File: src/rtl/uart_ctl_pkg.sv
package uart_ctl_pkg;
   localparam int          REG_W       = 32;
   localparam int          BIT_ENABLE  = 0;
   localparam int          BIT_LOOP    = 7;
   localparam int          BIT_TXEN    = 8;
   localparam int          BIT_RXEN    = 9;
   localparam logic [31:0] CTL_WMASK   = 32'h0000_CFBF;
   localparam logic [31:0] CTL_RESET   = 32'h0000_0300;

   typedef enum logic {SER_IDLE, SER_SEND} ser_state_e;
endpackage

File: src/rtl/uart_ctl_reg.sv
module uart_ctl_reg
   import uart_ctl_pkg::*;
#(
   parameter int                ADDR_W = 12,
   parameter logic [ADDR_W-1:0] OFFSET = 12'h030
) (
   input  logic              clk,
   input  logic              rst_n,
   input  logic              wr_en,
   input  logic [ADDR_W-1:0] wr_addr,
   input  logic [REG_W-1:0]  wr_data,
   input  logic [ADDR_W-1:0] rd_addr,
   output logic [REG_W-1:0]  rd_data,
   output logic [REG_W-1:0]  ctl_q
);
   logic hit_wr;

   assign hit_wr = wr_en && (wr_addr == OFFSET);

   always_ff @(posedge clk or negedge rst_n) begin
      if (!rst_n)
         ctl_q <= CTL_RESET;
      else if (hit_wr)
         ctl_q <= wr_data & CTL_WMASK;
   end

   assign rd_data = (rd_addr == OFFSET) ? ctl_q : '0;
endmodule

File: src/rtl/uart_txq.sv
module uart_txq #(
   parameter int W     = 8,
   parameter int DEPTH = 8,
   localparam int PTR_W = $clog2(DEPTH),
   localparam int CNT_W = PTR_W + 1
) (
   input  logic             clk,
   input  logic             rst_n,
   input  logic             flush,
   input  logic             push,
   input  logic [W-1:0]     push_data,
   input  logic             pop,
   output logic [W-1:0]     head,
   output logic             empty,
   output logic             overflow,
   output logic [CNT_W-1:0] count
);
   logic [W-1:0]     mem [DEPTH];
   logic [PTR_W-1:0] wp, rp;
   logic             full, do_push, do_pop;

   assign full    = (count == CNT_W'(DEPTH));
   assign empty   = (count == '0);
   assign do_push = push && !full && !flush;
   assign do_pop  = pop && !empty && !flush;
   assign head    = mem[rp];

   always_ff @(posedge clk) begin
      if (do_push)
         mem[wp] <= push_data;
   end

   always_ff @(posedge clk or negedge rst_n) begin
      if (!rst_n) begin
         wp       <= '0;
         rp       <= '0;
         count    <= '0;
         overflow <= 1'b0;
      end else if (flush) begin
         wp    <= '0;
         rp    <= '0;
         count <= '0;
      end else begin
         if (do_push) wp <= wp + 1'b1;
         if (do_pop)  rp <= rp + 1'b1;
         count <= count + CNT_W'(do_push) - CNT_W'(do_pop);
         if (push && full)
            overflow <= 1'b1;
      end
   end
endmodule

File: src/rtl/uart_tx_ser.sv
module uart_tx_ser
   import uart_ctl_pkg::*;
#(
   parameter int  W       = 8,
   localparam int FRAME   = W + 2,
   localparam int IDX_W   = $clog2(FRAME)
) (
   input  logic         clk,
   input  logic         rst_n,
   input  logic         tick,
   input  logic         go_ok,
   input  logic         avail,
   input  logic [W-1:0] data,
   output logic         pop,
   output logic         busy,
   output logic         line
);
   ser_state_e         state;
   logic [FRAME-1:0]   shreg;
   logic [IDX_W-1:0]   idx;
   logic               launch;

   assign launch = (state == SER_IDLE) && tick && go_ok && avail;
   assign pop    = launch;
   assign busy   = (state == SER_SEND);
   assign line   = busy ? shreg[0] : 1'b1;

   always_ff @(posedge clk or negedge rst_n) begin
      if (!rst_n) begin
         state <= SER_IDLE;
         shreg <= '1;
         idx   <= '0;
      end else if (launch) begin
         state <= SER_SEND;
         shreg <= {1'b1, data, 1'b0};
         idx   <= '0;
      end else if (busy && tick) begin
         if (idx == IDX_W'(FRAME - 1)) begin
            state <= SER_IDLE;
         end else begin
            shreg <= {1'b1, shreg[FRAME-1:1]};
            idx   <= idx + 1'b1;
         end
      end
   end
endmodule

File: src/rtl/uart_ctl_tx.sv
module uart_ctl_tx
   import uart_ctl_pkg::*;
#(
   parameter int                ADDR_W       = 12,
   parameter logic [ADDR_W-1:0] CTL_OFFSET   = 12'h030,
   parameter int                CHAR_W       = 8,
   parameter int                FIFO_DEPTH   = 8,
   parameter bit                HAS_LOOPBACK = 1'b1,
   localparam int               CNT_W        = $clog2(FIFO_DEPTH) + 1
) (
   input  logic              clk,
   input  logic              rst_n,
   input  logic              wr_en,
   input  logic [ADDR_W-1:0] wr_addr,
   input  logic [31:0]       wr_data,
   input  logic [ADDR_W-1:0] rd_addr,
   output logic [31:0]       rd_data,
   input  logic              fifo_en,
   input  logic              push,
   input  logic [CHAR_W-1:0] push_data,
   input  logic              baud_tick,
   output logic              tx_pin,
   output logic              lb_out,
   output logic              busy,
   output logic              overflow,
   output logic              rx_gate
);
   if (FIFO_DEPTH < 2 || (FIFO_DEPTH & (FIFO_DEPTH - 1)) != 0) begin : g_bad_depth
      $error("FIFO_DEPTH must be a power of two of at least 2");
   end
   if (CHAR_W < 5 || CHAR_W > 9) begin : g_bad_char
      $error("CHAR_W must lie between 5 and 9");
   end

   logic [31:0]       ctl_q;
   logic [CHAR_W-1:0] q_head;
   logic              q_empty, q_pop, ser_line;
   logic [CNT_W-1:0]  q_count;

   uart_ctl_reg #(.ADDR_W(ADDR_W), .OFFSET(CTL_OFFSET)) u_reg (
      .clk(clk), .rst_n(rst_n), .wr_en(wr_en), .wr_addr(wr_addr),
      .wr_data(wr_data), .rd_addr(rd_addr), .rd_data(rd_data), .ctl_q(ctl_q)
   );

   uart_txq #(.W(CHAR_W), .DEPTH(FIFO_DEPTH)) u_txq (
      .clk(clk), .rst_n(rst_n), .flush(!fifo_en), .push(push),
      .push_data(push_data), .pop(q_pop), .head(q_head), .empty(q_empty),
      .overflow(overflow), .count(q_count)
   );

   uart_tx_ser #(.W(CHAR_W)) u_ser (
      .clk(clk), .rst_n(rst_n), .tick(baud_tick),
      .go_ok(ctl_q[BIT_ENABLE] && ctl_q[BIT_TXEN]), .avail(!q_empty),
      .data(q_head), .pop(q_pop), .busy(busy), .line(ser_line)
   );

   assign rx_gate = ctl_q[BIT_ENABLE] && ctl_q[BIT_RXEN];

   if (HAS_LOOPBACK) begin : g_loop
      assign tx_pin = ctl_q[BIT_LOOP] ? 1'b1 : ser_line;
      assign lb_out = ctl_q[BIT_LOOP] ? ser_line : 1'b1;
   end else begin : g_noloop
      assign tx_pin = ser_line;
      assign lb_out = 1'b1;
   end
endmodule

File: config.mk
export PLATFORM = sky130hd
export DESIGN_NAME = uart_ctl_tx
export DESIGN_NICKNAME = d
export VERILOG_FILES = /design/src/rtl/uart_ctl_pkg.sv /design/src/rtl/uart_ctl_reg.sv /design/src/rtl/uart_txq.sv /design/src/rtl/uart_tx_ser.sv /design/src/rtl/uart_ctl_tx.sv
export SDC_FILE = /design/constraint.sdc
export NUM_CORES = 1
export LEC_CHECK = 0
export ABC_CLOCK_PERIOD_IN_PS = 3600
export BUFFER_PORTS_ARGS = -buffer_cell sky130_fd_sc_hd__buf_4
export CORE_UTILIZATION = 45
export CTS_CLUSTER_SIZE = 30
export DETAILED_ROUTE_END_ITERATION = 8
export GPL_ROUTABILITY_DRIVEN = 0
export GPL_TIMING_DRIVEN = 1
export HOLD_SLACK_MARGIN = 0.05
export PLACE_DENSITY = 0.75
export SYNTH_ARGS = -nofsm -noshare
export SYNTH_HDL_FRONTEND = slang
export SYNTH_SLANG_ARGS = --single-unit
File: constraint.sdc
create_clock -name clk -period 3.6 [get_ports clk]
set_input_delay 0.36 -clock clk [delete_from_list [all_inputs] [get_ports clk]]
set_output_delay 0.36 -clock clk [all_outputs]
set_load 0.05 [all_outputs]
==> flow_summary.toml <==
[run_status]
outcome = "completed"

[placed_design]
hpwl_um = 5510
dp_slack_ps = 1120
numPortBuffers = 68
dpl_cell_area_um2 = 5170

[floorplan]
top_level_ports = 107
die_h_um = 103
core_um2 = 9820
die_x_um = 103
initial_core_util_pct = 46.7
num_rows = 36
die-area_um2 = 10600

[setup_path]
critPathCaptureType = "flip-flop"
required_ps = 3860
arrival_ps = 2740
critPathMaxFanout = 25
worstSetupPathType = "flip-flop to flip-flop"
r2r_cells = 10
start_kind = "flip-flop"
ff2ff_setup_slack_ps = 1120

[clock_network]
clkTransAtPathRegs_ps = 100
cts_tree = "done"
cts_hold_buf = 1
cts.repair.resized = 0
numCtsBuffers = 9
clock_latency_ps = 370
clockBufferDepth = 2
htreeDepth = 3
post_cts_buffers = 0
root_buffer = "clkbuf_8"
cts.sinks = 102

[sta]
period_minus_slack_ps = 2480
report.final.hold_viol_count = 0
rsz0062_at_grt = "no"
fin_crit_sh_pct = 68.8
setup_viol = 0
fmax_ghz = 0.404
slew_viol_final = 0
fin_tns_setup_ps = 0
setup_ws_ps = 1120
whs_ps = 213
tightest_slew_ps = 1000
slew_headroom_pct = 32.9
fin_worst_skew_ps = 9.69

[route]
vias = 2560
routed_via_density = 5.05
wl_um = 8100
ant_nets = 0
drt_iter0_drc = 80
drc_errors = 0
wl_per_cell_um = 16.0
first_pass_iters = 4

[synthesis]
async_flop_share_pct = 37.3
synth_cell_type_count = 41
synth-main-ff-cell = "edfxtp_1"
synth_warnings = 0
ys_ff_latch = 102
synth_edf_count = 64
syn-instance-count = 298
syn_area_um2 = 4590
avgSynthCellArea_um2 = 15.4
ys_seq_area_share_pct = 62.9

[global_route]
antenna_found_initial = 0
overflow = 0
grt_max_degree = 39
grt_pass1_vias = 2566
grt_use_total_pct = 16.7
grt_pass1_wl_um = 12800

[power_and_ir_drop]
p_int_mw = 1.73
clockPowerShare_pct = 32.6
total_leakage_power_nw = 2.17
p_per_area_nw_per_um2 = 431
seqPwrFrac_pct = 56.4
switching_share_pct = 25.5
p_sw_uw = 592
peakVddDrop_v = 0.000274
comb_power_share_pct = 11.1

[layout]
area_delta_synth_final_pct = 17.5
n_antenna_cell = 0
n_fill_cell = 804
finalInstanceArea_um2 = 5390
layout-drive-gt1-share_pct = 37.4
fin_nets = 450

[hold_path]
hold_path_depth = 2
hold_path.class = "input pin to flip-flop"

[flow_run]
maxCapViolations = 0
[logic make-up (layout without fill, tap and decap cells)]
logic type | count (synthesis) | after routing | synth area share, %
other | 1 | 19 | 0.0818
adders and majority gates | 11 | 11 | 3.16
muxes | 46 | 46 | 15.8
xor gates and xnor gates | 8 | 8 | 1.53
buffers and inverters | 39 | 97 | 5.02
AOI/OAI and AO/OA | 19 | 19 | 2.54
DFF | 102 | 102 | 62.9
and+or+nand+nor | 72 | 72 | 8.97
[sequential cells by signal, indices dropped and copies added (netlist names)]
register	count
u_reg.ctl_q	13
u_ser.busy	1
u_ser.idx	4
u_ser.shreg	9
u_txq.count	4
u_txq.mem	64
u_txq.overflow	1
u_txq.rp	3
u_txq.wp	3
[cells in the final DEF, fill, tap and decap left out, drive strengths merged, types with 10 or more instances in the layout]
| cell type | Yosys | layout |
|---|---|---|
| mux2 | 20 | 20 |
| ha | 10 | 10 |
| inv | 9 | 14 |
| nand2 | 13 | 13 |
| edfxtp | 64 | 64 |
| mux4 | 16 | 16 |
| buf | 24 | 71 |
| dfrtp | 27 | 27 |
| conb | 1 | 19 |
| mux2i | 10 | 10 |
| and2 | 23 | 23 |
| nor2 | 11 | 11 |
| dfstp | 11 | 11 |
[cells in the mapped netlist (9+ instances only)]
cell type,n,area share (%)
dfrtp_1,27,15
and2_1,23,3.1
mux2i_1,10,2.2
ha_1,10,2.7
buf_4,19,3.1
nand2_1,13,1.1
edfxtp_1,64,42
inv_1,9,0.74
mux2_2,10,2.5
dfstp_2,11,6.3
mux4_2,16,7.9
nor2_1,11,0.90
mux2_4,10,3.3
[area by class of cell]
type	instances	area, µm²	area share (%)
inverter	9	33.8	0.627
multi-input combinational	175	1550	28.7
clock inverter	7	86.3	1.60
timing repair buffer	72	543	10.1
clock buffer	9	124	2.30
sequential	102	2890	53.6
tap	133	166	3.09
[stage by stage]
stage / cells / utilization (%) / total power, mW
detailed placement: 490 / 52.6 / 1.60
finish: 507 / 54.9 / 2.32
global route: 507 / 54.9 / 2.43
floorplan: 316 / - / 1.51
CTS: 507 / 54.9 / 2.35
global placement: 490 / 52.6 / 1.59
[power groups by stage]
| stage | sequential, mW | combinational [mW] | clock [mW] |
|---|---|---|---|
| floorplan | 1.35 | 0.159 | 0 |
| global placement | 1.33 | 0.252 | 0 |
| detailed placement | 1.34 | 0.259 | 0 |
| CTS | 1.31 | 0.262 | 0.779 |
| global route | 1.32 | 0.287 | 0.828 |
| finish | 1.31 | 0.257 | 0.757 |
[worst paths after layout]
path	endpoint	from
worst min-delay path	u_reg.ctl_q[11]$_DFFE_PN0P_	wr_data[11]
min in group asynchronous	u_reg.ctl_q[7]$_DFFE_PN0P_	rst_n
worst max-delay path	u_txq.count[2]$_DFF_PN0_	u_reg.ctl_q[8]$_DFFE_PN1P_
worst max register to register	u_txq.count[2]$_DFF_PN0_	u_reg.ctl_q[8]$_DFFE_PN1P_
worst min register to register	u_txq.overflow$_DFFE_PN0P_	u_txq.overflow$_DFFE_PN0P_
max in group asynchronous	u_ser.shreg[8]$_DFFE_PN1P_	rst_n
[layer usage]
layer	global-route usage [%]	routed length, µm
met5	0	0
met4	5.53	101
met3	3.93	507
met2	29.7	3980
met1	20.0	3520
[critical path, cell delays in order (launching register included)]
cell and delay [ps]:
dfstp_2 550, nand4b_1 150, a21oi_1 160, buf_4 280, and2_1 170, ha_1 110, inv_1 40, ha_1 220
fa_1 390, xor2_1 150, and2_1 150
Note: power is estimated with default switching activity, not from simulation.
